<file path="config.mk">
export PLATFORM = sky130hd
export DESIGN_NAME = serial_rx_deser
export DESIGN_NICKNAME = d
export VERILOG_FILES = /design/src/rtl/rx_deser_pkg.sv /design/src/rtl/rx_shift.sv /design/src/rtl/rx_align.sv /design/src/rtl/rx_hold.sv /design/src/rtl/serial_rx_deser.sv
export SDC_FILE = /design/constraint.sdc
export NUM_CORES = 1
export LEC_CHECK = 0
export ABC_AREA = 1
export CAP_MARGIN = 10
export CORE_ASPECT_RATIO = 1.5
export CORE_MARGIN = 5
export CORE_UTILIZATION = 45
export DETAILED_ROUTE_END_ITERATION = 6
export GPL_TIMING_DRIVEN = 0
export HOLD_SLACK_MARGIN = 0.03
export SETUP_SLACK_MARGIN = 0.2
export SLEW_MARGIN = 20
export SYNTH_ARGS = -nofsm -noshare
export SYNTH_HDL_FRONTEND = slang
export SYNTH_HIERARCHICAL = 1
export SYNTH_SLANG_ARGS = --single-unit
</file>
<file path="constraint.sdc">
create_clock -name clk -period 4.4 [get_ports clk]
set_clock_uncertainty 0.15 [all_clocks]
set_input_delay 0.88 -clock clk [delete_from_list [all_inputs] [get_ports clk]]
set_output_delay 0.88 -clock clk [all_outputs]
set_load 0.02 [all_outputs]
</file>
<file path="src/rtl/rx_deser_pkg.sv">
package rx_deser_pkg;

    typedef enum logic [2:0] {
        WL_8  = 3'd0,
        WL_12 = 3'd1,
        WL_16 = 3'd2,
        WL_24 = 3'd3,
        WL_32 = 3'd4
    } wlen_e;

    function automatic logic [5:0] wlen_bits(input logic [2:0] code);
        unique case (code)
            WL_8:    return 6'd8;
            WL_12:   return 6'd12;
            WL_16:   return 6'd16;
            WL_24:   return 6'd24;
            default: return 6'd32;
        endcase
    endfunction

endpackage

</file>
<file path="src/rtl/rx_shift.sv">
module rx_shift #(
    parameter int DATA_W = 24,
    parameter int CNT_W  = 6
) (
    input  logic              clk,
    input  logic              rst_n,
    input  logic              bit_en,
    input  logic              fsync,
    input  logic              sdata,
    input  logic              lsb_first,
    input  logic [CNT_W-1:0]  nbits,
    input  logic [CNT_W-1:0]  kept,
    input  logic              flag0_pin,
    input  logic              flag1_pin,
    output logic              xfer,
    output logic [DATA_W-1:0] word,
    output logic              cap0,
    output logic              cap1
);
    typedef enum logic {S_IDLE, S_SHIFT} st_e;

    st_e               state, state_nx;
    logic [CNT_W-1:0]  cnt, cnt_nx;
    logic [DATA_W-1:0] sreg, sreg_nx, base;
    logic              take;
    logic [CNT_W-1:0]  rj_shift;

    assign take = bit_en & fsync;

    // A new frame starts from a cleared register.
    assign base     = (state == S_IDLE) ? '0 : sreg;
    assign sreg_nx  = lsb_first ? {sdata, base[DATA_W-1:1]} : {base[DATA_W-2:0], sdata};
    assign rj_shift = CNT_W'(DATA_W) - kept;
    assign word     = lsb_first ? (sreg_nx >> rj_shift) : sreg_nx;

    // State register
    always_ff @(posedge clk or negedge rst_n) begin
        if (!rst_n) begin
            state <= S_IDLE;
            cnt   <= '0;
        end else begin
            state <= state_nx;
            cnt   <= cnt_nx;
        end
    end

    // Data path registers
    always_ff @(posedge clk or negedge rst_n) begin
        if (!rst_n) begin
            sreg <= '0;
            cap0 <= 1'b0;
            cap1 <= 1'b0;
        end else begin
            if (take) sreg <= sreg_nx;
            if (take && state == S_IDLE) begin
                cap0 <= flag0_pin;
                cap1 <= flag1_pin;
            end
        end
    end

    // Next state and outputs
    always_comb begin
        state_nx = state;
        cnt_nx   = cnt;
        xfer     = 1'b0;
        unique case (state)
            S_IDLE: begin
                if (take) begin                 // frame_start
                    state_nx = S_SHIFT;
                    cnt_nx   = CNT_W'(1);
                end
            end
            S_SHIFT: begin
                if (!fsync) begin               // frame_abort
                    state_nx = S_IDLE;
                    cnt_nx   = '0;
                end else if (bit_en) begin
                    if (cnt == nbits - CNT_W'(1)) begin   // word_done
                        xfer     = 1'b1;
                        state_nx = S_IDLE;
                        cnt_nx   = '0;
                    end else begin              // bit_next
                        cnt_nx = cnt + CNT_W'(1);
                    end
                end
            end
            default: state_nx = S_IDLE;
        endcase
    end
endmodule

</file>
<file path="src/rtl/rx_align.sv">
module rx_align #(
    parameter int DATA_W = 24,
    parameter int CNT_W  = 6
) (
    input  logic [DATA_W-1:0] word,
    input  logic [CNT_W-1:0]  kept,
    input  logic              align16,
    output logic [DATA_W-1:0] data
);
    localparam int NARROW = DATA_W - 8;

    always_comb begin
        if (!align16)
            data = word << (CNT_W'(DATA_W) - kept);
        else if (kept <= CNT_W'(NARROW))
            data = word << (CNT_W'(NARROW) - kept);
        else
            data = word >> (kept - CNT_W'(NARROW));
    end
endmodule

</file>
<file path="src/rtl/rx_hold.sv">
module rx_hold #(
    parameter int DATA_W = 24
) (
    input  logic              clk,
    input  logic              rst_n,
    input  logic              xfer,
    input  logic [DATA_W-1:0] data_in,
    input  logic              cap0,
    input  logic              cap1,
    input  logic              en0,
    input  logic              en1,
    input  logic              rd,
    output logic [DATA_W-1:0] rx_data,
    output logic              full,
    output logic              overrun,
    output logic              flag0,
    output logic              flag1
);
    logic f0_q, f1_q;

    always_ff @(posedge clk or negedge rst_n) begin
        if (!rst_n) begin
            rx_data <= '0;
            full    <= 1'b0;
            overrun <= 1'b0;
            f0_q    <= 1'b0;
            f1_q    <= 1'b0;
        end else begin
            if (xfer) begin
                rx_data <= data_in;
                f0_q    <= cap0 & en0;
                f1_q    <= cap1 & en1;
            end
            full    <= xfer | (full & ~rd);
            overrun <= (xfer & full & ~rd) | (overrun & ~rd);
        end
    end

    assign flag0 = f0_q & en0;
    assign flag1 = f1_q & en1;
endmodule

</file>
<file path="src/rtl/serial_rx_deser.sv">
module serial_rx_deser
    import rx_deser_pkg::*;
#(
    parameter int DATA_W = 24
) (
    input  logic              clk,
    input  logic              rst_n,
    input  logic              bit_en,
    input  logic              fsync,
    input  logic              sdata,
    input  logic              flag0_pin,
    input  logic              flag1_pin,
    input  logic              lsb_first,
    input  logic [2:0]        word_len,
    input  logic              align16,
    input  logic              sync_mode,
    input  logic              flag0_dir_in,
    input  logic              flag1_dir_in,
    input  logic              tx1_en,
    input  logic              tx2_en,
    input  logic              irq_en,
    input  logic              rd_strobe,
    output logic [DATA_W-1:0] rx_data,
    output logic              rx_full,
    output logic              overrun,
    output logic              flag0,
    output logic              flag1,
    output logic              irq
);
    localparam int CNT_W = 6;

    logic [CNT_W-1:0]  nbits, kept;
    logic              xfer, cap0, cap1, en0, en1;
    logic [DATA_W-1:0] word, aligned;

    assign nbits = wlen_bits(word_len);
    assign kept  = (nbits > CNT_W'(DATA_W)) ? CNT_W'(DATA_W) : nbits;
    assign en0   = sync_mode & flag0_dir_in & ~tx1_en;
    assign en1   = sync_mode & flag1_dir_in & ~tx2_en;

    rx_shift #(.DATA_W(DATA_W), .CNT_W(CNT_W)) i_shift (
        .clk(clk), .rst_n(rst_n), .bit_en(bit_en), .fsync(fsync), .sdata(sdata),
        .lsb_first(lsb_first), .nbits(nbits), .kept(kept),
        .flag0_pin(flag0_pin), .flag1_pin(flag1_pin),
        .xfer(xfer), .word(word), .cap0(cap0), .cap1(cap1)
    );

    rx_align #(.DATA_W(DATA_W), .CNT_W(CNT_W)) i_align (
        .word(word), .kept(kept), .align16(align16), .data(aligned)
    );

    rx_hold #(.DATA_W(DATA_W)) i_hold (
        .clk(clk), .rst_n(rst_n), .xfer(xfer), .data_in(aligned),
        .cap0(cap0), .cap1(cap1), .en0(en0), .en1(en1), .rd(rd_strobe),
        .rx_data(rx_data), .full(rx_full), .overrun(overrun),
        .flag0(flag0), .flag1(flag1)
    );

    assign irq = rx_full & irq_en;
endmodule

</file>
==> run_results.csv, run 1 <==
group,metric,value,unit
power_and_ir_drop,p_int,1.44,mW
synth,seq_area_frac_synth,19.8,%
global_route,busiest_layer,"met2",
sta,max_freq,250,MHz
global_route,grt_pass1_wl,52600,um
power_and_ir_drop,p_clk_share,33.0,%
route,viasPerCell,5.91,
critical_path,critical-path-slowest-cell,"clkdlybuf4s50_1",
synth,yosys_warnings,6,
clock_tree,cts_tree,"built",
route,avgRoutedWirePerCell,20.7,um
sta,fin_crit,4.00,ns
clock_tree,cts.sinks,61,
flow_run,max_cap_violations,0,
final_layout,diodes,0,
sta,finalSetupViolations,0,
final_layout,layout.area.seq,1530,sq um
route,route.detailed.drc,0,
power_and_ir_drop,power_density,283,nW/um^2
power_and_ir_drop,ir_worst_vdd,0.291,mV
route,initialDrtViolationCount,786,
final_layout,final_core_util,53.3,%
critical_path,crit_type,"in2reg",
final_layout,fill_cells,1860,
critical_path,cp.required,4.49,ns
route,ant_nets,0,
die,boundaryPins,48,
die,die_x,117,um
worst_hold_path,hold_path_class,"in2async",
clock_tree,cts-htree-levels,3,
synth,synth_area_leaders,"nand2_1, nand3_1, dfrtp_1, buf_6, buf_2",
synth,yosysTopAreaCell,"nand2_1",
global_route,grt_util_met2,59.9,%
global_route,grt_max_degree,42,
final_layout,final_layout_size_suffix_gt1_share,10.5,%
critical_path,critical_path.endpoint_type,"flop",
synth,syn-cell-area,7700,sq um
synth,yosysMostFrequentCell,"nand2_1",
clock_tree,hold_buffers,0,
clock_tree,clockBufferDepth,2,
power_and_ir_drop,comb_power_share,41.8,%
die,core,16800,sq um
synth,synth_area_per_cell,5.67,sq um
final_layout,multi_input_area,5600,sq um
die,start_util,45.8,%
critical_path,crit_fanout,10,
route,route.vias.total,9751,
route,first_pass_iters,6,
global_route,antenna_found_initial,0,
synth,synthAdderAreaFrac,0.812,%
critical_path,cp_common_cell,"nand2_1",
clock_tree,cts_made_buffers,9,
critical_path,crit_path_max_incr_delay,0.50,ns
synth,synthSimpleGateAreaFrac,60.0,%
final_layout,nets,1459,
route,postRouteWirelength,34200,um
clock_tree,clk_pin_slew,0.08,ns
synth,ys_types,42,
die,num_rows,58,
synth,synth_ff_type,"dfrtp_1",
final_layout,syn_to_final_growth,16.5,%
sta,fin_crit_sh,91.0,%
critical_path,r2r_slack,0.91,ns
synth,synthCells,1358,
synth,synth-async-reset-ratio,100,%
critical_path,cp_top_family,"simple AND/OR/NAND/NOR gates",
power_and_ir_drop,power_switching_share,43.3,%
sta,grt_setup_unrepaired,"no",
power_and_ir_drop,p_seq_share,25.2,%
synth,synth_xor_area_share,3.12,%
sta,hold_violations,0,
synth,ys_ff_latch,61,
sta,worst_pin_slew,0.638,ns
sta,drv_slew,0,
critical_path,critical_path.startpoint_type,"input port",
die,die-area,19900,sq um
sta,whs,0.257,ns
global_route,grt_usage,34.8,%
global_route,grt.overflow.total,0,
synth,synth_common_cells,"nand2_1, nand3_1, dfrtp_1",
synth,yosysTopAreaCellShare,28.2,%
run_status,status,"completed",
synth,synth_compound_area_share,6.45,%
critical_path,critPathBufInv,6,
placed_design,gp_congestion,1.07,
global_route,grt_pass1_vias,9574,
synth,synth_top_family_by_area,"simple AND/OR/NAND/NOR gates",
critical_path,crit_arrival,4.09,ns
global_route,grtUsageMet1,35.4,%
power_and_ir_drop,power.switching,1.10,mW
power_and_ir_drop,p_leak,4.73,nW
synth,muxShareOfSynthArea,0.292,%
placed_design,hpwl,26900,um
placed_design,port_buffers,45,
sta,maxSlewHeadroom,57.5,%
synth,synth_edf_count,0,
clock_tree,cts_root_buf,"clkbuf_16",
clock_tree,clk_latency,0.36,ns
global_route,global_route.usage.met3,6.15,%
die,fp.dieH,170,um
-- layout make-up --
| type | instances | share of cell area [%] |
|---|---|---|
| inverters | 53 | 2.41 |
| clock inverters | 7 | 1.18 |
| clock buffers | 9 | 2.51 |
| well taps | 210 | 2.93 |
| plain buffers | 82 | 5.81 |
| multi-input cells | 1179 | 62.4 |
| flip-flops and latches | 61 | 17.0 |
| repair buffers | 49 | 5.74 |
-- registers in the layout (all words and copies together) (netlist names) --
signal and count:
i_hold/rx_data 24, i_shift/sreg 24, i_shift/cnt 6, i_hold/f0_q 1
i_hold/f1_q 1, i_hold/full 1, i_hold/overrun 1, i_shift/cap0 1
i_shift/cap1 1, i_shift/state 1
-- power groups by stage --
| stage | Combinational (mW) | Sequential, mW | Clock (mW) |
|---|---|---|---|
| after floorplan | 0.691 | 0.649 | 0 |
| after global placement | 0.959 | 0.648 | 0 |
| after detailed placement | 0.961 | 0.649 | 0 |
| after CTS | 0.966 | 0.639 | 0.854 |
| after global routing | 1.16 | 0.646 | 0.883 |
| final | 1.06 | 0.640 | 0.840 |
-- through the flow --
stage / instance area [sq um] / setup slack (ns) / total power [mW] / setup TNS, ns / instances
after floorplan: 7760 / 1.27 / 1.34 / 0 / 1374
after global placement: 8480 / -0.116 / 1.61 / -0.410 / 1629
after detailed placement: 8500 / -0.140 / 1.61 / -0.518 / 1630
after CTS: 8830 / 0.201 / 2.46 / 0 / 1646
after global routing: 8980 / 0.189 / 2.69 / 0 / 1650
final: 8980 / 0.398 / 2.54 / 0 / 1650
-- cell families (layout without fill, tap and decap cells) --
logic type | Yosys count | after routing
AND/OR/NAND/NOR | 1045 | 1045
multiplexers | 2 | 2
buffers and inverters | 135 | 200
XOR/XNOR | 18 | 19
adder cells (fa/ha/maj) | 5 | 5
flip-flops | 61 | 61
AO/OA/AOI/OAI | 91 | 91
other | 1 | 17
-- metal layers --
layer	up-vias	part of all wire, %
met5	-	0
met4	0	11
met3	201	5.2
met2	470	50
met1	4417	34
li1	4663	-
-- what timing repair did --
| action | 4_1_cts | 5_1_grt |
|---|---|---|
| resized for setup | 0 | 36 |
| setup buffers | 0 | 3 |
| setup endpoints to repair | 0 | 24 |
-- cell usage in the layout, fill, tap and decap left out, types with 5 or more instances in the layout --
cell type and n:
nand2_1 572, nand3_1 394, dfrtp_1 61, clkdlybuf4s50_1 42, inv_1 36, buf_2 30, a21oi_1 29, nor2_1 24
o21ai_1 20, o21ai_0 18, clkbuf_1 17, conb_1 17, buf_6 16, buf_4 14, nand2_2 12, inv_2 11
nand4_1 10, clkbuf_16 9, o211ai_1 9, xor2_1 9, nand3_2 6, a31oi_1 6, nor2_2 5, inv_4 5
nor2_4 5, ha_1 5
-- path summary, 6_finish.rpt --
check                             startpoint                 end  cells past startpoint
hold reg to reg            i_hold/rx_data[2]   i_hold/rx_data[2]                      2
min in group clk           i_hold/rx_data[2]   i_hold/rx_data[2]                      2
max in group asynchronous              rst_n    i_shift/sreg[14]                      2
setup reg to reg               i_shift/state   i_hold/rx_data[3]                     24
setup / recovery                 word_len[0]   i_hold/rx_data[3]                     25
hold / removal                         rst_n  i_hold/rx_data[21]                      1
Note: power is estimated with default switching activity, not from simulation.
==> run 2: changes to the inputs <==
--- a/config.mk
+++ b/config.mk
@@ -11,6 +11,7 @@
 export CORE_MARGIN = 5
 export CORE_UTILIZATION = 45
 export DETAILED_ROUTE_END_ITERATION = 6
+export DONT_BUFFER_PORTS = 1
 export GPL_TIMING_DRIVEN = 0
 export HOLD_SLACK_MARGIN = 0.03
 export SETUP_SLACK_MARGIN = 0.2
==> run_results.csv, run 2 (same netlist as run 1, synthesis figures left out) <==
group,metric,value,unit
run_status,status,"completed",
global_route,grt_pass1_wl,51800,um
sta,fin_crit,3.90,ns
sta,worst_pin_slew,0.644,ns
global_route,grt_pass1_vias,9496,
clock_tree,cts_root_buf,"clkbuf_16",
die,die-area,19900,sq um
route,route.detailed.drc,0,
sta,drv_slew,0,
critical_path,r2r-end,"i_hold/rx_data[11]",
final_layout,top_regs,"i_hold/rx_data (24), i_shift/sreg (24), i_shift/cnt (6)",
global_route,grt_usage,34.4,%
sta,maxSlewHeadroom,57.0,%
power_and_ir_drop,ir_worst_vdd,0.214,mV
route,avgRoutedWirePerCell,21.2,um
route,met3_length,2100,um
final_layout,fill_cells,1894,
route,viasPerCell,5.99,
die,start_util,45.8,%
route,first_pass_iters,5,
route,m1WireLength,11100,um
sta,max_freq,256,MHz
die,boundaryPins,48,
critical_path,regToRegStartpoint,"i_shift/state",
power_and_ir_drop,power_density,299,nW/um^2
sta,fin_crit_sh,88.7,%
global_route,grt.overflow.total,0,
route,highest_layer,"met4",
sta,hold_violations,0,
sta,fin_setup_tns,0,ns
final_layout,final_layout_size_suffix_gt1_share,9.14,%
critical_path,cp.required,4.54,ns
critical_path,crit_path_max_incr_delay,0.33,ns
global_route,grt_max_degree,62,
critical_path,critical_path.endpoint_type,"flop",
global_route,antenna_found_initial,0,
clock_tree,clk_pin_slew,0.08,ns
power_and_ir_drop,p_leak,4.48,nW
placed_design,port_buffers,0,
clock_tree,cts_tree,"built",
clock_tree,clockBufferDepth,2,
final_layout,diodes,0,
final_layout,final_core_util,49.6,%
critical_path,critical-path-slowest-cell,"nand3_1",
critical_path,crit_fanout,10,
clock_tree,cts-htree-levels,3,
clock_tree,cts.sinks,61,
final_layout,mostFrequentLayoutCells,"nand2_1, nand3_1, dfrtp_1",
final_layout,syn_to_final_growth,8.48,%
placed_design,hpwl,27100,um
die,die_x,117,um
worst_hold_path,hold_path_class,"in2async",
route,route.vias.total,9589,
clock_tree,cts_made_buffers,9,
clock_tree,clk_latency,0.36,ns
final_layout,nets,1409,
critical_path,crit_arrival,4.04,ns
clock_tree,hold_buffers,0,
sta,grt_setup_unrepaired,"no",
critical_path,cp_common_cell,"nand2_1",
route,initialDrtViolationCount,795,
critical_path,r2r_slack,0.90,ns
route,postRouteWirelength,33900,um
clock_tree,ctsResizeCount,0,
route,ant_nets,0,
die,fp.dieH,170,um
route,wl_met2,17400,um
placed_design,gp_congestion,1.05,
critical_path,critical_path.startpoint_type,"input port",
critical_path,crit_type,"in2reg",
die,core,16800,sq um
sta,finalSetupViolations,0,
flow_run,max_cap_violations,0,
die,num_rows,58,
critical_path,r2r_cells,24,
final_layout,layout_commonest_cell,"nand2_1",
clock_tree,cts_setup_buffers,0,
-- run 2: cell count changes in the layout (fill, tap and decap cells not counted), moves of 3 or more --
| cell | delta |
|---|---|
| buf_4 | -4 |
| buf_2 | +5 |
| o21ai_1 | -3 |
| nand2_2 | -4 |
| o21ai_2 | -4 |
| clkdlybuf4s50_1 | -42 |
| nor2_1 | +3 |
| o21ai_0 | +7 |
| nand2_1 | +6 |
| clkbuf_4 | -4 |
-- run 2: per-stage QoR --
stage               power (mW)  std cells  hold WS (ns)  area, sq um  setup slack, ns
global route              2.63       1600        0.0454         8360            0.293
floorplan                 1.34       1374         0.299         7760             1.27
detailed placement        1.57       1584         0.316         8030            0.369
global placement          1.57       1584         0.313         8030            0.337
CTS                       2.43       1600        0.0539         8360            0.717
finish                    2.50       1600        0.0541         8360            0.499
-- run 2: worst max path at each step --
stage	from	end	slack, ns	cells past startpoint
final	word_len[1]	i_hold/rx_data[11]	0.50	26
after global placement	word_len[1]	i_hold/rx_data[9]	0.34	26
after floorplan	word_len[1]	i_hold/rx_data[2]	1.27	22
after global routing	word_len[1]	i_hold/rx_data[11]	0.29	26
after CTS	word_len[1]	i_hold/rx_data[9]	0.72	26
after detailed placement	word_len[1]	i_hold/rx_data[9]	0.37	26
-- run 2: report_power, final --
group	total (mW)	internal, mW	switching (mW)
Combinational	0.996	0.291	0.705
Clock	0.851	0.507	0.344
Sequential	0.650	0.607	0.0430
Total	2.50	1.40	1.09
-- run 2: layout make-up --
cell class / instances / area (sq um) / area share, %
plain buffers: 82 / 509 / 6.09
clock buffers: 9 / 225 / 2.70
clock inverters: 7 / 105 / 1.26
inverters: 53 / 216 / 2.59
multi-input cells: 1178 / 5510 / 66.0
flip-flops and latches: 61 / 1530 / 18.3
well taps: 210 / 263 / 3.14
-- run 2: critical path, delay by kind of cell --
kind	cells	cell delay, ns
buffers and inverters	4	0.59
AO/OA/AOI/OAI	1	0.07
AND/OR/NAND/NOR	21	2.51
-- run 2: metal layers --
layer,vias up,track usage [%]
met5,-,0
li1,4555,-
met4,0,27.3
met2,510,62.1
met3,212,6.62
met1,4312,32.9
